$ cat src/rtl/tmr_pkg.sv
`timescale 1ns/1ps
package tmr_pkg;

  localparam int BYTE_W = 8;

  // Control byte layout, most significant bit first.
  typedef struct packed {
    logic tf;       // overflow flag
    logic exf;      // trigger flag
    logic rxsel;    // receive clock select
    logic txsel;    // transmit clock select
    logic exen;     // trigger pin enable
    logic run;      // counting enable
    logic ext_cnt;  // count external pin edges
    logic capt;     // capture on trigger instead of reload
  } tmr_ctrl_t;

  function automatic logic is_baud(input tmr_ctrl_t c);
    return c.rxsel | c.txsel;
  endfunction

  function automatic logic is_irq(input tmr_ctrl_t c);
    return c.tf | c.exf;
  endfunction

endpackage

$ cat src/rtl/tmr_edge_sync.sv
`timescale 1ns/1ps
module tmr_edge_sync #(
  parameter int STAGES = 2
) (
  input  logic clk,
  input  logic rst_n,
  input  logic pin,
  output logic fall
);

  logic [STAGES-1:0] chain;
  logic              last;

  // Flops preset high so an idle-high pin gives no edge out of reset.
  always_ff @(posedge clk or negedge rst_n) begin
    if (!rst_n) begin
      chain <= '1;
      last  <= 1'b1;
    end else begin
      chain <= {chain[STAGES-2:0], pin};
      last  <= chain[STAGES-1];
    end
  end

  assign fall = last & ~chain[STAGES-1];

endmodule

$ cat src/rtl/tmr_ctrl_reg.sv
`timescale 1ns/1ps
module tmr_ctrl_reg
  import tmr_pkg::*;
(
  input  logic              clk,
  input  logic              rst_n,
  input  logic              wr_en,
  input  logic [BYTE_W-1:0] wdata,
  input  logic              set_tf,
  input  logic              set_exf,
  output tmr_ctrl_t         ctrl
);

  tmr_ctrl_t ctrl_nx;

  // Software write first, then hardware sets on top so they win.
  always_comb begin
    ctrl_nx = ctrl;
    if (wr_en)   ctrl_nx = tmr_ctrl_t'(wdata);
    if (set_tf)  ctrl_nx.tf  = 1'b1;
    if (set_exf) ctrl_nx.exf = 1'b1;
  end

  always_ff @(posedge clk or negedge rst_n) begin
    if (!rst_n) ctrl <= '0;
    else        ctrl <= ctrl_nx;
  end

endmodule

$ cat src/rtl/tmr_count_core.sv
`timescale 1ns/1ps
module tmr_count_core
  import tmr_pkg::*;
#(
  parameter  int CNT_BYTES = 2,
  localparam int CNT_W     = CNT_BYTES * BYTE_W
) (
  input  logic                 clk,
  input  logic                 rst_n,
  input  logic                 mode_baud,
  input  logic                 run,
  input  logic                 ext_cnt,
  input  logic                 capt,
  input  logic                 exen,
  input  logic                 tick_en,
  input  logic                 cnt_fall,
  input  logic                 trig_fall,
  input  logic [CNT_BYTES-1:0] wr_cnt_b,
  input  logic [CNT_BYTES-1:0] wr_rcap_b,
  input  logic [BYTE_W-1:0]    wdata,
  output logic [CNT_W-1:0]     count,
  output logic [CNT_W-1:0]     rcap,
  output logic                 ovf_pulse,
  output logic                 inc_evt,
  output logic                 ovf_evt,
  output logic                 cap_evt,
  output logic                 ext_evt
);

  function automatic logic at_top(input logic [CNT_W-1:0] v);
    return &v;
  endfunction

  function automatic logic [CNT_W-1:0] bump(input logic [CNT_W-1:0] v);
    return v + CNT_W'(1);
  endfunction

  logic             half_q;
  logic             step;
  logic             cnt_wr;
  logic             rld_evt;
  logic [CNT_W-1:0] cnt_nx;
  logic [CNT_W-1:0] rcap_nx;

  // Divide-by-two pacing used only while generating baud clocks.
  always_ff @(posedge clk or negedge rst_n) begin
    if (!rst_n)                half_q <= 1'b0;
    else if (mode_baud && run) half_q <= ~half_q;
    else                       half_q <= 1'b0;
  end

  assign cnt_wr  = |wr_cnt_b;
  assign step    = mode_baud ? (run & half_q)
                             : (run & (ext_cnt ? cnt_fall : tick_en));
  assign inc_evt = step & ~cnt_wr;
  assign ovf_evt = inc_evt & at_top(count);
  assign ext_evt = exen & trig_fall;
  assign cap_evt = ext_evt & ~mode_baud & capt;
  assign rld_evt = ~cnt_wr & ((ovf_evt & (mode_baud | ~capt))
                            | (ext_evt & ~mode_baud & ~capt));

  always_comb begin
    cnt_nx = count;
    if (rld_evt)      cnt_nx = rcap;
    else if (inc_evt) cnt_nx = bump(count);
    for (int b = 0; b < CNT_BYTES; b++) begin
      if (wr_cnt_b[b]) cnt_nx[b*BYTE_W +: BYTE_W] = wdata;
    end
  end

  always_comb begin
    rcap_nx = rcap;
    for (int b = 0; b < CNT_BYTES; b++) begin
      if (cap_evt)           rcap_nx[b*BYTE_W +: BYTE_W] = count[b*BYTE_W +: BYTE_W];
      else if (wr_rcap_b[b]) rcap_nx[b*BYTE_W +: BYTE_W] = wdata;
    end
  end

  always_ff @(posedge clk or negedge rst_n) begin
    if (!rst_n) begin
      count     <= '0;
      rcap      <= '0;
      ovf_pulse <= 1'b0;
    end else begin
      count     <= cnt_nx;
      rcap      <= rcap_nx;
      ovf_pulse <= ovf_evt;
    end
  end

endmodule

$ cat src/rtl/cap_reload_timer.sv
`timescale 1ns/1ps
module cap_reload_timer
  import tmr_pkg::*;
#(
  parameter  int                CNT_BYTES   = 2,
  parameter  int                ADDR_W      = 8,
  parameter  logic [ADDR_W-1:0] ADDR_CTRL   = 'hC8,
  parameter  logic [ADDR_W-1:0] ADDR_RCAP   = 'hCA,
  parameter  logic [ADDR_W-1:0] ADDR_CNT    = 'hCC,
  parameter  int                SYNC_STAGES = 2,
  localparam int                CNT_W       = CNT_BYTES * BYTE_W
) (
  input  logic              clk,
  input  logic              rst_n,
  input  logic              tick_en,
  input  logic              cnt_pin,
  input  logic              trig_pin,
  input  logic [ADDR_W-1:0] bus_addr,
  input  logic              bus_wr,
  input  logic [BYTE_W-1:0] bus_wdata,
  output logic [BYTE_W-1:0] bus_rdata,
  output logic              irq,
  output logic              ovf_pulse,
  output logic              rx_clk_sel,
  output logic              tx_clk_sel
);

  localparam int NPINS = 2;

  tmr_ctrl_t            ctrl_q;
  logic                 mode_baud;
  logic                 wr_ctrl;
  logic [CNT_BYTES-1:0] wr_cnt_b;
  logic [CNT_BYTES-1:0] wr_rcap_b;
  logic                 cnt_wr_any;
  logic [NPINS-1:0]     pin_vec;
  logic [NPINS-1:0]     fall_vec;
  logic                 trig_fall;
  logic                 cnt_fall;
  logic [CNT_W-1:0]     count_w;
  logic [CNT_W-1:0]     rcap_w;
  logic                 inc_evt;
  logic                 ovf_evt;
  logic                 cap_evt;
  logic                 ext_evt;
  logic                 set_tf;

  // Address decode, one strobe per byte lane.
  assign wr_ctrl = bus_wr & (bus_addr == ADDR_CTRL);

  for (genvar b = 0; b < CNT_BYTES; b++) begin : g_lane
    assign wr_rcap_b[b] = bus_wr & (bus_addr == ADDR_W'(int'(ADDR_RCAP) + b));
    assign wr_cnt_b[b]  = bus_wr & (bus_addr == ADDR_W'(int'(ADDR_CNT) + b));
  end

  assign cnt_wr_any = |wr_cnt_b;

  // Pin synchronizers: index 0 trigger, index 1 count.
  assign pin_vec = {cnt_pin, trig_pin};

  for (genvar p = 0; p < NPINS; p++) begin : g_pin
    tmr_edge_sync #(.STAGES(SYNC_STAGES)) u_sync (
      .clk  (clk),
      .rst_n(rst_n),
      .pin  (pin_vec[p]),
      .fall (fall_vec[p])
    );
  end

  assign trig_fall = fall_vec[0];
  assign cnt_fall  = fall_vec[1];

  assign mode_baud = is_baud(ctrl_q);
  assign set_tf    = ovf_evt & ~mode_baud;

  tmr_ctrl_reg u_ctrl (
    .clk    (clk),
    .rst_n  (rst_n),
    .wr_en  (wr_ctrl),
    .wdata  (bus_wdata),
    .set_tf (set_tf),
    .set_exf(ext_evt),
    .ctrl   (ctrl_q)
  );

  tmr_count_core #(.CNT_BYTES(CNT_BYTES)) u_core (
    .clk      (clk),
    .rst_n    (rst_n),
    .mode_baud(mode_baud),
    .run      (ctrl_q.run),
    .ext_cnt  (ctrl_q.ext_cnt),
    .capt     (ctrl_q.capt),
    .exen     (ctrl_q.exen),
    .tick_en  (tick_en),
    .cnt_fall (cnt_fall),
    .trig_fall(trig_fall),
    .wr_cnt_b (wr_cnt_b),
    .wr_rcap_b(wr_rcap_b),
    .wdata    (bus_wdata),
    .count    (count_w),
    .rcap     (rcap_w),
    .ovf_pulse(ovf_pulse),
    .inc_evt  (inc_evt),
    .ovf_evt  (ovf_evt),
    .cap_evt  (cap_evt),
    .ext_evt  (ext_evt)
  );

  // Combinational read mux; unmapped addresses return zero.
  always_comb begin
    bus_rdata = '0;
    if (bus_addr == ADDR_CTRL) bus_rdata = ctrl_q;
    for (int b = 0; b < CNT_BYTES; b++) begin
      if (bus_addr == ADDR_W'(int'(ADDR_RCAP) + b)) bus_rdata = rcap_w[b*BYTE_W +: BYTE_W];
      if (bus_addr == ADDR_W'(int'(ADDR_CNT) + b))  bus_rdata = count_w[b*BYTE_W +: BYTE_W];
    end
  end

  assign irq        = is_irq(ctrl_q);
  assign rx_clk_sel = ctrl_q.rxsel;
  assign tx_clk_sel = ctrl_q.txsel;

endmodule

$ cat config.mk
export PLATFORM = sky130hd
export DESIGN_NAME = cap_reload_timer
export DESIGN_NICKNAME = d
export VERILOG_FILES = /design/src/rtl/tmr_pkg.sv /design/src/rtl/tmr_edge_sync.sv /design/src/rtl/tmr_ctrl_reg.sv /design/src/rtl/tmr_count_core.sv /design/src/rtl/cap_reload_timer.sv
export SDC_FILE = /design/constraint.sdc
export NUM_CORES = 1
export LEC_CHECK = 0
export BUFFER_PORTS_ARGS = -buffer_cell sky130_fd_sc_hd__buf_2
export CORE_UTILIZATION = 48
export CTS_BUF_LIST = sky130_fd_sc_hd__clkbuf_4
export CTS_CLUSTER_SIZE = 40
export DETAILED_ROUTE_END_ITERATION = 12
export GPL_ROUTABILITY_DRIVEN = 0
export GPL_TIMING_DRIVEN = 0
export HOLD_SLACK_MARGIN = 0.02
export PLACE_DENSITY = 0.68
export SLEW_MARGIN = 15
export SYNTH_ARGS = -nofsm -noshare
export SYNTH_HDL_FRONTEND = slang
export SYNTH_SLANG_ARGS = --single-unit
$ cat constraint.sdc
create_clock -name clk -period 5.2 [get_ports clk]
set_clock_uncertainty 0.05 [all_clocks]
set_input_delay 0.52 -clock clk [delete_from_list [all_inputs] [get_ports clk]]
set_output_delay 0.52 -clock clk [all_outputs]
set_load 0.02 [all_outputs]
; Word level (Yosys, flattened, before mapping)
; Index checks and enable logic that the tools add are counted.
[op_classes]
addsub = 1
n_eq_ne = 5
mux = 19
n_bitwise = 28
reduce_logical = 9
[op_table]
columns = op, count
row1 = $mux W8, 12
row2 = $eq A8 B8 Y1 const B, 5
row3 = $mux W16, 2
row4 = $and A1 B1 Y1, 18
row5 = $add A16 B1 Y16 const B, 1
row6 = $reduce_and A16 Y1, 1
row7 = $reduce_bool A2 Y1, 4
row8 = $not A1 Y1, 6
row9 = $reduce_bool A3 Y1, 2
row10 = $mux W1, 5
row11 = $or A1 B1 Y1, 4
row12 = $reduce_or A2 Y1, 1
row13 = $logic_and A1 B1 Y1, 1
[totals]
reg_bits = 48
in_bits = 22
output_inout_bits = 12
word_cells = 80

; Longest topological paths before layout
; Gate-level depths: netlist of the first run.
[logic_depth]
word_depth = 12
mapped_depth = 8
depth_no_buf = 7

; Modules after synthesis
; From an unflattened synthesis of the first run, not the netlist that was laid out.
[hier_totals]
hier_cells = 368
hier_area_um2 = 3420.8
[modules_own_cells]
columns = module, instances, cells_per_inst, area_per_inst_um2, seq_area_each_um2
row1 = tmr_count_core, 1, 258, 2308.5, 850.8
row2 = cap_reload_timer, 1, 83, 618.1, 0.0
row3 = tmr_ctrl_reg, 1, 19, 309.0, 200.2
row4 = tmr_edge_sync, 2, 4, 92.6, 78.8

; Least setup slack after synthesis of the first run
; Ideal clock, no wire load.
[synth_path]
kind = in2out
from = in bus_addr[1]
to = out bus_rdata[0]
arrival_time_ps = 1829
t_required_ps = 4630
slack_ps = 2801
path_stages = 6
n_path_buf = 2
path_cell_list = buf_2 nor2b_1 and3_1 buf_2 a22oi_1 a21oi_1
[synth_via]
elab_chain_cells = 6
word_cells_on_any_way = 10
classes_between = 5 x eq/ne / 5 x mux
[synth_rtl]
columns = element, line
row1 = from (decl), cap_reload_timer.sv:18  ; input logic [ADDR_W-1:0] bus_addr,
row2 = $eq A8 B8 Y1, cap_reload_timer.sv:112  ; if (bus_addr == ADDR_CTRL) bus_rdata = ctrl_q;
row3 = $mux W8, cap_reload_timer.sv:112
row4 = $mux W8, cap_reload_timer.sv:114  ; if (bus_addr == ADDR_W'(int'(ADDR_RCAP) + b)) bus_rdata = rcap_w[b*BYTE_W +: BYTE_W];
row5 = $mux W8, cap_reload_timer.sv:115  ; if (bus_addr == ADDR_W'(int'(ADDR_CNT) + b)) bus_rdata = count_w[b*BYTE_W +: BYTE_W];
row6 = $mux W8, cap_reload_timer.sv:114
row7 = $mux W8 *, cap_reload_timer.sv:115
row8 = to (decl), cap_reload_timer.sv:21  ; output logic [BYTE_W-1:0] bus_rdata,
; Mark *: on every way between the ends. The rest lies on a longest branch, timed or not.

; Final worst setup path of the first run
; Same ends and word-level chain as after synthesis.

==> results of run 1 <==
==> power breakdown <==
group	internal [mW]	switching (mW)
logic	0.128	0.148
registers	0.439	0.0741
clock network	0.103	0.134
total	0.670	0.356
==> per-stage QoR <==
| stage | utilization | setup WS [ns] |
|---|---|---|
| after floorplan | - | 2.80 |
| after global placement | 0.544 | 2.28 |
| after detailed placement | 0.544 | 2.35 |
| after CTS | 0.558 | 2.33 |
| after global routing | 0.558 | 2.22 |
| final | 0.558 | 2.29 |
==> cell type report <==
type	instances	area, um^2
Multi-Input combinational cell	236	1600
Fill cell	540	2620
Buffer	20	121
Sequential cell	48	1210
Tap cell	75	93.8
Clock inverter	3	46.3
Clock buffer	5	37.5
Timing Repair Buffer	33	168
Inverter	7	26.3
==> synthesized netlist by cell type (2+ instances only) <==
| cell type | number | area [um^2] |
|---|---|---|
| sky130_fd_sc_hd__a211oi_1 | 2 | 15.0 |
| sky130_fd_sc_hd__a21oi_1 | 20 | 100 |
| sky130_fd_sc_hd__a221o_1 | 2 | 20.0 |
| sky130_fd_sc_hd__a222oi_1 | 14 | 140 |
| sky130_fd_sc_hd__a22oi_1 | 7 | 52.6 |
| sky130_fd_sc_hd__a31oi_1 | 4 | 25.0 |
| sky130_fd_sc_hd__and2_1 | 3 | 18.8 |
| sky130_fd_sc_hd__and3_1 | 6 | 37.5 |
| sky130_fd_sc_hd__buf_2 | 6 | 30.0 |
| sky130_fd_sc_hd__buf_4 | 2 | 15.0 |
| sky130_fd_sc_hd__buf_6 | 4 | 45.0 |
| sky130_fd_sc_hd__clkbuf_1 | 7 | 26.3 |
| sky130_fd_sc_hd__dfrtp_1 | 42 | 1050 |
| sky130_fd_sc_hd__dfstp_2 | 6 | 158 |
| sky130_fd_sc_hd__inv_1 | 7 | 26.3 |
| sky130_fd_sc_hd__mux2_4 | 6 | 90.1 |
| sky130_fd_sc_hd__mux2i_1 | 24 | 240 |
| sky130_fd_sc_hd__nand2_1 | 46 | 173 |
| sky130_fd_sc_hd__nand3_1 | 6 | 30.0 |
| sky130_fd_sc_hd__nand3b_1 | 2 | 15.0 |
| sky130_fd_sc_hd__nand4_1 | 3 | 18.8 |
| sky130_fd_sc_hd__nor2_1 | 31 | 116 |
| sky130_fd_sc_hd__nor2b_1 | 3 | 18.8 |
| sky130_fd_sc_hd__nor3_1 | 5 | 25.0 |
| sky130_fd_sc_hd__nor3_2 | 3 | 30.0 |
| sky130_fd_sc_hd__o21ai_0 | 6 | 30.0 |
| sky130_fd_sc_hd__o21ai_1 | 2 | 10.0 |
| sky130_fd_sc_hd__or2_2 | 3 | 18.8 |
| sky130_fd_sc_hd__xnor2_1 | 10 | 87.6 |
| sky130_fd_sc_hd__xor2_1 | 3 | 26.3 |
==> worst max-delay path, stage by stage <==
cell,delay [ns]
sky130_fd_sc_hd__buf_2,0.09
sky130_fd_sc_hd__buf_2,0.26
sky130_fd_sc_hd__nor2b_1,0.49
sky130_fd_sc_hd__and3_1,0.22
sky130_fd_sc_hd__buf_2,0.22
sky130_fd_sc_hd__a22oi_1,0.13
sky130_fd_sc_hd__a21oi_1,0.21
sky130_fd_sc_hd__buf_2,0.19
==> state kept, by name, summed over array words and instances, names as in the netlist <==
name / count
u_core.ovf_pulse: 1
u_core.rcap: 16
g_pin.u_sync.last: 2
u_core.half_q: 1
u_ctrl.ctrl: 8
g_pin.u_sync.chain: 4
u_core.count: 16
==> path summary, 6_finish.rpt <==
kind | start | to
worst max-delay path | bus_addr[1] | bus_rdata[0]
worst min-delay path | rst_n | u_core.half_q
worst max register to register | u_core.count[1] | u_core.count[9]
worst min register to register | g_pin[1].u_sync.chain[0] | g_pin[1].u_sync.chain[1]
max in group asynchronous | rst_n | u_core.rcap[12]
min in group clk | cnt_pin | g_pin[1].u_sync.chain[0]
==> per-layer routing <==
metal,routed length (um),share of wire,vias to the layer above,track usage
met5,0,0,-,0
met2,3820,0.46,118,0.431
li1,-,-,1207,-
met3,511,0.061,33,0.0443
met1,3620,0.43,1296,0.372
met4,444,0.053,0,0.155
==> logic make-up (layout without fill, tap and decap cells) <==
group	Yosys count	count (layout)
AO/OA/AOI/OAI	67	67
XOR/XNOR	13	13
adder cells (fa/ha/maj)	1	1
buffers and inverters	27	68
flip-flops	48	48
multiplexers	30	30
AND/OR/NAND/NOR	125	125
==> reports/metrics.csv, run 1 <==
metric,value,unit
reg-to-reg setup timing slack,2.70,ns
All-Layer GR Usage,0.280,
Inserted Clock Buffers,5,
ports placed on the boundary,34,
total of warnings raised by yosys,0,
DRT antenna net count,0,
gr ovfl total,0,
Sum Neg Setup Slack,0,ns
unrepaired setup endpoints after global routing,false,
compound-gate portion of the synthesized area,0.165,
mean routed wirelength per cell,19.7,um
share of cell area taken by muxes after synthesis,0.112,
Rel. slew slack,0.405,
P&R area growth vs syn,11.7,%
total vias in the final route,2654,
element type at the critical path end,output port,
buffers inserted by post-CTS timing repair,0,
CTS sink cnt,48,
total half-perimeter wirelength after legalization and detailed placement,6.04,mm
pwr/cell area,310,mW/mm^2
TritonCTS clock tree,built,
count of buffers inserted at the top-level ports,33,
combinational family with the most area after synthesis,simple AND/OR/NAND/NOR gates,
most used cells in the layout excluding fill and tap cells,"46 x sky130_fd_sc_hd__nand2_1, 42 x sky130_fd_sc_hd__dfrtp_1, 38 x sky130_fd_sc_hd__buf_2, 31 x sky130_fd_sc_hd__nor2_1, 24 x sky130_fd_sc_hd__mux2i_1",
peak fanout along the critical path,10,
number of synthesized register bits,48,
Worst EP arrival,2.34,ns
final-report max-slew violation count,0,
total die area,0.00648,mm^2
starting DRC count in detailed routing,261,
Required @ worst endpoint,4.63,ns
count of unresolved DRC violations after routing,0,
total core area,0.00592,mm^2
maximum number of pins on one net before global-route repair,49,
leakage power figure,1.56,nW
via count of the first global-routing pass,2506,
hold buffers post-CTS,0,
Post-Synth Adder-Cell Area,0.00423,
peak ir drop on the vdd network,0.000147,V
final instance area,0.00330,mm^2
Final Hold Vio Count,0,
total power,1.03,mW
number of vias per cell after detailed routing,6.22,
Finish-stage setup viols,0,
result of the run,"finished, final reports clean",
starting density of the core,0.500,
number of antenna violations at the first check in global routing,0,
first-pass iteration count of the detailed router,5,
die boundary width,80.5,um
proportion of synthesized chip area in sequential cells,0.408,
sum of routed wire length over all layers,8.39,mm
final-stage net count,374,
non-filler instance count after layout,427,
max-capacitance violation count,0,
transition time of the tightest slew-check pin,0.885,ns
top flip-flop cell by instance count after synthesis,sky130_fd_sc_hd__dfrtp_1,
fraction of registers with async set/reset,1.00,
Post-Synth XOR/XNOR Area,0.0385,
share of the cycle needed by the critical path after routing,0.560,
quantity of gates resized following cts,0,
count of flip-flops with a built-in enable after synthesis,0,
# rows,28,
worst reg2reg path depth,8,
later-pin clock latency in the skew report,0.39,ns
number of nets in the synthesized netlist,334,
Avg Inst Size Synth,9.51,um^2
count of antenna diodes in the layout,0,
wire length of the first global-routing pass,13.3,mm
FMAX,343,MHz
Synth Area in Simple Gates,0.222,
element type at the critical path start,input pin,
Worst-path clk slew,0.16,ns
htree depth,2,
Syn Inst Count,311,
post-synthesis cell type count,56,
"commonest non-fill, non-tap cell in the layout",sky130_fd_sc_hd__nand2_1,
minimum period implied by the final worst setup slack,2.91,ns
final-layout worst hold slack,0.0626,ns
class of the tightest hold or removal check,input pin to async pin,
"buffers from clock root to sink, at most",2,
Die H,80.5,um
post-placement cell area,0.00322,mm^2
placed cell count,419,
share of post-route cells with drive strength above 1,0.244,
critical path start-end classification,input pin to output port,
cell area after synthesis,0.00296,mm^2
clock tree root buffer cell,sky130_fd_sc_hd__clkbuf_4,
Power figures use the tool's default switching activity.
==> inputs of run 2 (changes only) <==
--- a/config.mk
+++ b/config.mk
@@ -5,6 +5,7 @@
 export SDC_FILE = /design/constraint.sdc
 export NUM_CORES = 1
 export LEC_CHECK = 0
+export ABC_AREA = 1
 export BUFFER_PORTS_ARGS = -buffer_cell sky130_fd_sc_hd__buf_2
 export CORE_UTILIZATION = 48
 export CTS_BUF_LIST = sky130_fd_sc_hd__clkbuf_4
==> constraint.sdc (replaced) <==
create_clock -name clk -period 2.9 [get_ports clk]
set_clock_uncertainty 0.05 [all_clocks]
set_input_delay 0.29 -clock clk [delete_from_list [all_inputs] [get_ports clk]]
set_output_delay 0.29 -clock clk [all_outputs]
set_load 0.02 [all_outputs]
==> run 2 against run 1 <==
Setup slack lost 1.7 ns. Synthesized cell count grew 28%. Die area grew 1.3%. Sequential power grew 90%. Wire length shrank 0.51%. Global-route usage grew 0.17 points. Via count grew 9.2%. Clock-buffer cell count is the same. Largest cell class unchanged. Clock power grew 34%. Cell area grew 1.3%. Sequential share of layout area shrank 0.46 points.
==> reports/metrics.csv, run 2 <==
metric,value,unit,change
via count of the first global-routing pass,2768,,+10%
quantity of gates resized following cts,0,,unchanged
number of nets in the synthesized netlist,422,,+26%
starting density of the core,0.501,,+0.000838
count of unresolved DRC violations after routing,0,,unchanged
area taken by multi-input logic gates,0.00149,mm^2,-7.0%
cell taking the most area after synthesis,sky130_fd_sc_hd__dfrtp_1,,
leakage power figure,1.61,nW,+3.1%
total half-perimeter wirelength after legalization and detailed placement,6.26,mm,+3.6%
minimum period implied by the final worst setup slack,2.30,ns,
result of the run,"finished, final reports clean",,
post-placement cell area,0.00326,mm^2,+1.2%
element type at the critical path start,flip-flop,,
count of buffers inserted at the top-level ports,33,,unchanged
FMAX,435,MHz,
"commonest non-fill, non-tap cell in the layout",sky130_fd_sc_hd__nand2_1,,
class of the tightest hold or removal check,input pin to flip-flop,,
fraction of registers with async set/reset,1.00,,unchanged
wire length of the first global-routing pass,13.6,mm,+2.4%
final-report max-slew violation count,0,,unchanged
DRT antenna net count,0,,unchanged
P&R area growth vs syn,11.6,%,about the same
die boundary width,81.0,um,+0.66%
Worst-path clk slew,0.14,ns,-0.02 ns
top cell type's share of synthesized area,0.350,,-0.00474
later-pin clock latency in the skew report,0.38,ns,about the same
Required @ worst endpoint,3.13,ns,-1.50 ns
clock tree root buffer cell,sky130_fd_sc_hd__clkbuf_4,,
ports placed on the boundary,34,,unchanged
pre-CTS setup slack,0.688,ns,-1.66 ns
non-filler instance count after layout,518,,+21%
share of post-route cells with drive strength above 1,0.196,,-0.0479
leading cell types by count after synthesis,"100 x sky130_fd_sc_hd__nand2_1, 54 x sky130_fd_sc_hd__inv_1, 42 x sky130_fd_sc_hd__dfrtp_1, 38 x sky130_fd_sc_hd__nand3_1, 22 x sky130_fd_sc_hd__o21ai_0",,
final-layout worst hold slack,0.0848,ns,+0.0222 ns
TritonCTS clock tree,built,,
Sum Neg Setup Slack,0,ns,unchanged
top flip-flop cell by instance count after synthesis,sky130_fd_sc_hd__dfrtp_1,,
final core occ,0.559,,+0.000573
final setup margin,0.601,ns,-1.69 ns
Most common cell on crit path,sky130_fd_sc_hd__nand3_2,,
placed cell count,507,,+21%
Finish-stage setup viols,0,,unchanged
Worst EP arrival,2.53,ns,+0.19 ns
"buffers from clock root to sink, at most",2,,unchanged
FILL cells,583,,+8.0%
number of antenna violations at the first check in global routing,0,,unchanged
area taken by flip-flops and latches,0.00121,mm^2,unchanged
htree depth,2,,unchanged
cell area after synthesis,0.00300,mm^2,+1.4%
dominant cell by count in the synthesized netlist,sky130_fd_sc_hd__nand2_1,,
number of synthesized register bits,48,,unchanged
final instance area,0.00335,mm^2,+1.3%
total of warnings raised by yosys,0,,unchanged
Inserted Clock Buffers,5,,unchanged
final-stage net count,465,,+24%
element type at the critical path end,flip-flop,,
peak fanout along the critical path,8,,-2
first-pass iteration count of the detailed router,4,,-1
max-capacitance violation count,0,,unchanged
sum of routed wire length over all layers,8.35,mm,-0.51%
peak ir drop on the vdd network,0.000396,V,+170%
hold buffers post-CTS,2,,+2
transition time of the tightest slew-check pin,0.594,ns,-0.291 ns
total vias in the final route,2898,,+9.2%
# rows,28,,unchanged
Syn Inst Count,399,,+28%
number of vias per cell after detailed routing,5.59,,-10%
share of the cycle needed by the critical path after routing,0.793,,
count of flip-flops with a built-in enable after synthesis,0,,unchanged
buffers inserted by post-CTS timing repair,0,,unchanged
most used cells in the layout excluding fill and tap cells,"100 x sky130_fd_sc_hd__nand2_1, 54 x sky130_fd_sc_hd__inv_1, 42 x sky130_fd_sc_hd__dfrtp_1, 38 x sky130_fd_sc_hd__buf_2, 38 x sky130_fd_sc_hd__nand3_1",,
critical path start-end classification,flip-flop to flip-flop,,
Regs by FF count,"u_core.count x16, u_core.rcap x16, u_ctrl.ctrl x8",,
gr ovfl total,0,,unchanged
proportion of synthesized chip area in sequential cells,0.403,,-0.00545
post-synthesis cell type count,34,,-39%
unrepaired setup endpoints after global routing,false,,
total core area,0.00599,mm^2,+1.2%
worst-path cell chain,ha_1 -> nand3_2 -> nor2_2 -> nand3_2 -> nor2_2 -> nand2_2 -> nand2_4 -> nand2_4 -> nand3_1 -> inv_1 -> nand2_1 -> nand3_2,,
Rel. slew slack,0.604,,+0.199
most area-consuming cells after synthesis,"sky130_fd_sc_hd__dfrtp_1 35%, sky130_fd_sc_hd__nand2_1 13%, sky130_fd_sc_hd__inv_1 6.8%",,
Slowest cell on crit path,sky130_fd_sc_hd__dfrtp_1,,
mean routed wirelength per cell,16.1,um,-18%
Final Hold Vio Count,0,,unchanged
count of antenna diodes in the layout,0,,unchanged
Die H,81.0,um,+0.66%
maximum number of pins on one net before global-route repair,49,,unchanged
pwr/cell area,591,mW/mm^2,+90%
Avg Inst Size Synth,7.52,um^2,-21%
delay of the slowest critical-path stage,0.46,ns,-0.03 ns
All-Layer GR Usage,0.282,,+0.00170
CTS sink cnt,48,,unchanged
total die area,0.00657,mm^2,+1.3%
total power,1.98,mW,+93%
starting DRC count in detailed routing,251,,-3.8%
-- run 2: worst max-delay path, delay by kind of cell (launching register included) --
family / cells / cell delay [ns]
and+or+nand+nor: 10 / 1.27
DFF: 1 / 0.46
adders and majority gates: 1 / 0.24
buffers and inverters: 1 / 0.19
-- run 2: area by class of cell --
cell class	instances	area share
Sequential cell	48	0.361
Tap cell	75	0.0280
Buffer	13	0.0247
Clock inverter	3	0.00561
Timing Repair Buffer	36	0.0591
Multi-Input combinational cell	280	0.445
Clock buffer	5	0.0112
Inverter	58	0.0650
-- run 2: report_power, final --
| group | total (mW) | internal [mW] | leakage (nW) | switching [mW] |
|---|---|---|---|---|
| sequential | 0.976 | 0.814 | 0.590 | 0.162 |
| combinational | 0.686 | 0.264 | 0.993 | 0.423 |
| clock | 0.317 | 0.0916 | 0.0249 | 0.225 |
| total | 1.98 | 1.17 | 1.61 | 0.810 |
-- run 2: routing by layer --
metal | share of wire | global-route usage | vias to the layer above | wire length (um)
met5 | 0 | 0 | - | 0
met4 | 0.036 | 0.127 | 0 | 303
met3 | 0.063 | 0.0449 | 23 | 530
met2 | 0.45 | 0.443 | 123 | 3760
met1 | 0.45 | 0.380 | 1357 | 3760
li1 | - | - | 1395 | -
-- run 2: worst paths after layout --
kind | from | to | slack, ns | depth (start not counted)
setup reg to reg | u_core.count[0] | u_core.count[12] | 0.60 | 12
max in group asynchronous | rst_n | u_core.rcap[10] | 2.01 | 2
min in group asynchronous | rst_n | u_core.ovf_pulse | 0.40 | 2
hold / removal | bus_wdata[6] | u_core.count[6] | 0.08 | 3
hold reg to reg | g_pin[0].u_sync.chain[0] | g_pin[0].u_sync.chain[1] | 0.32 | 0
setup / recovery | u_core.count[0] | u_core.count[12] | 0.60 | 12
-- run 2: logic make-up (layout without fill, tap and decap cells) --
family,count (synthesis),count (layout),synth area share
adders and majority gates,1,1,0.00417
and+or+nand+nor,194,194,0.314
AOI/OAI and AO/OA,73,73,0.144
DFF,48,48,0.403
buffers and inverters,71,115,0.100
xor gates and xnor gates,12,12,0.0350
==> inputs of run 3 (changes only) <==
==> constraint.sdc (replaced) <==
create_clock -name clk -period 2.3 [get_ports clk]
set_clock_uncertainty 0.05 [all_clocks]
set_input_delay 0.23 -clock clk [delete_from_list [all_inputs] [get_ports clk]]
set_output_delay 0.23 -clock clk [all_outputs]
set_load 0.02 [all_outputs]
==> run 3 against run 2 <==
Fmax grew 6.9%. Cell area grew 0.34%. Global-route usage is the same. Flip-flop and latch count is the same. Total power grew 26%. Non-clock buffer count is the same. Critical path depth is the same. Highest routed layer unchanged. First-iteration DRC count grew 15%. Critical endpoint is now u_core.count[3]. Sequential share of layout area shrank 0.12 points. Core utilization grew 0.19 points. Wire length is essentially flat. Die area is the same.
==> reports/metrics.csv, run 3 (synthesis results as in run 2) <==
metric,value,unit,change
All-Layer GR Usage,0.282,,unchanged
peak fanout along the critical path,8,,unchanged
most used cells in the layout excluding fill and tap cells,"100 x sky130_fd_sc_hd__nand2_1, 53 x sky130_fd_sc_hd__inv_1, 42 x sky130_fd_sc_hd__dfrtp_1, 38 x sky130_fd_sc_hd__nand3_1, 37 x sky130_fd_sc_hd__buf_2",,
Most common cell on crit path,sky130_fd_sc_hd__nand2_4,,
final-layout worst hold slack,0.0258,ns,-0.0590 ns
number of buffers and inverters on the critical path,0,,-1
post-placement cell area,0.00326,mm^2,unchanged
CTS sink cnt,48,,unchanged
FMAX,465,MHz,+6.9%
clock tree root buffer cell,sky130_fd_sc_hd__clkbuf_4,,
final instance area,0.00336,mm^2,+0.34%
transition time of the tightest slew-check pin,0.603,ns,+0.00894 ns
Slowest cell on crit path,sky130_fd_sc_hd__dfrtp_1,,
count of buffers inserted at the top-level ports,33,,unchanged
mean routed wirelength per cell,16.1,um,about the same
Finish-stage setup viols,0,,unchanged
worst-path cell chain,ha_1 -> nand3_2 -> nor2_4 -> nand3_2 -> nor2_2 -> nand2_2 -> nand2_4 -> nand2_4 -> nand2_4 -> nor2_2 -> nand2_1 -> nand3_1,,
critical path start-end classification,flip-flop to flip-flop,,
leakage power figure,1.61,nW,+0.20%
Crit Reg-Reg Startpoint,u_core.count[0],,
final-report max-slew violation count,0,,unchanged
Worst-path clk slew,0.15,ns,about the same
first-pass iteration count of the detailed router,5,,+1
number of vias per cell after detailed routing,5.64,,+0.72%
delay of the slowest critical-path stage,0.45,ns,about the same
total power,2.50,mW,+26%
later-pin clock latency in the skew report,0.37,ns,about the same
DRT antenna net count,0,,unchanged
result of the run,"finished, final reports clean",,
pwr/cell area,743,mW/mm^2,+26%
unrepaired setup endpoints after global routing,false,,
Required @ worst endpoint,2.51,ns,-0.62 ns
final-stage net count,465,,unchanged
"commonest non-fill, non-tap cell in the layout",sky130_fd_sc_hd__nand2_1,,
worst reg2reg path depth,12,,unchanged
worst r2r dst,u_core.count[3],,
via count of the first global-routing pass,2768,,unchanged
class of the tightest hold or removal check,input pin to flip-flop,,
maximum number of pins on one net before global-route repair,49,,unchanged
Critical path origin,u_core.count[0],,
# rows,28,,unchanged
peak ir drop on the vdd network,0.000463,V,+17%
max-capacitance violation count,0,,unchanged
reg-to-reg setup timing slack,0.15,ns,-0.45 ns
P&R area growth vs syn,12.0,%,
cell count along the critical path,12,,unchanged
ports placed on the boundary,34,,unchanged
Sum Neg Setup Slack,0,ns,unchanged
Worst EP arrival,2.37,ns,-0.16 ns
die boundary width,81.0,um,unchanged
element type at the critical path start,flip-flop,,
minimum period implied by the final worst setup slack,2.15,ns,-0.148 ns
Inserted Clock Buffers,5,,unchanged
count of unresolved DRC violations after routing,0,,unchanged
Final Hold Vio Count,0,,unchanged
wire length of the first global-routing pass,13.6,mm,unchanged
Worst path top cell family by delay,simple AND/OR/NAND/NOR gates,,
total half-perimeter wirelength after legalization and detailed placement,6.26,mm,unchanged
count of antenna diodes in the layout,0,,unchanged
total core area,0.00599,mm^2,unchanged
Rel. slew slack,0.598,,-0.00596
total vias in the final route,2919,,+0.72%
gr ovfl total,0,,unchanged
"buffers from clock root to sink, at most",2,,unchanged
starting DRC count in detailed routing,289,,+15%
starting density of the core,0.501,,unchanged
end point of the critical path,u_core.count[3],,
Die H,81.0,um,unchanged
share of the cycle needed by the critical path after routing,0.935,,+0.143
TritonCTS clock tree,built,,
total die area,0.00657,mm^2,unchanged
share of post-route cells with drive strength above 1,0.203,,+0.00677
Regs by FF count,"u_core.count x16, u_core.rcap x16, u_ctrl.ctrl x8",,
htree depth,2,,unchanged
element type at the critical path end,flip-flop,,
sum of routed wire length over all layers,8.35,mm,about the same
number of antenna violations at the first check in global routing,0,,unchanged
-- run 3: changes by cell type in the layout (fill, tap and decap cells not counted), sizes merged --
cell and delta:
clkbuf +1, buf -1
-- run 3: cell type report --
cell class              instances  area, um^2
repair buffers                 36         198
clock inverters                 3        18.8
inverters                      58         218
plain buffers                  13        86.3
well taps                      75        93.8
flip-flops and latches         48        1210
multi-input cells             280        1500
clock buffers                   5        37.5
fillers                       583        2630
-- run 3: per-stage QoR --
stage / setup slack (ns) / cells / utilization
after floorplan: 0.480 / 399 / -
after global placement: 0.101 / 507 / 0.544
after detailed placement: 0.0879 / 507 / 0.544
after CTS: 0.0556 / 517 / 0.557
after global routing: 0.0306 / 518 / 0.561
final: 0.149 / 518 / 0.561
-- run 3: worst min path at each step --
stage | startpoint | endpoint | slack, ns | cells past startpoint
final | bus_wdata[6] | u_core.count[6] | 0.03 | 3
after global routing | bus_wdata[6] | u_core.count[6] | 0.04 | 3
after CTS | rst_n | u_ctrl.ctrl[1] | 0.03 | 1
after detailed placement | trig_pin | g_pin[0].u_sync.chain[0] | 0.29 | 1
after global placement | cnt_pin | g_pin[1].u_sync.chain[0] | 0.29 | 1
after floorplan | rst_n | u_core.count[0] | -0.12 | 0
-- run 3: tightest hold or removal path, cell delays in order --
cell and delay (ns):
sky130_fd_sc_hd__buf_2 0.08, sky130_fd_sc_hd__nand2_1 0.06, sky130_fd_sc_hd__nand3_2 0.06
-- run 3: per-layer routing --
| layer | track usage | routed length, um |
|---|---|---|
| met4 | 0.127 | 316 |
| met5 | 0 | 0 |
| met2 | 0.443 | 3800 |
| met1 | 0.380 | 3720 |
| met3 | 0.0449 | 517 |
-- run 3: power breakdown --
part	internal, mW	switching (mW)
Clock	0.116	0.284
Combinational	0.334	0.535
Sequential	1.03	0.201
-- run 3: timing repair --
item / 4_1_cts / 5_1_grt
setup buffers: 0 / 0
endpoints found under the hold margin: 2 / 42
setup endpoints to repair: 0 / 26
hold buffers: 2 / 1
resized for setup: 0 / 6
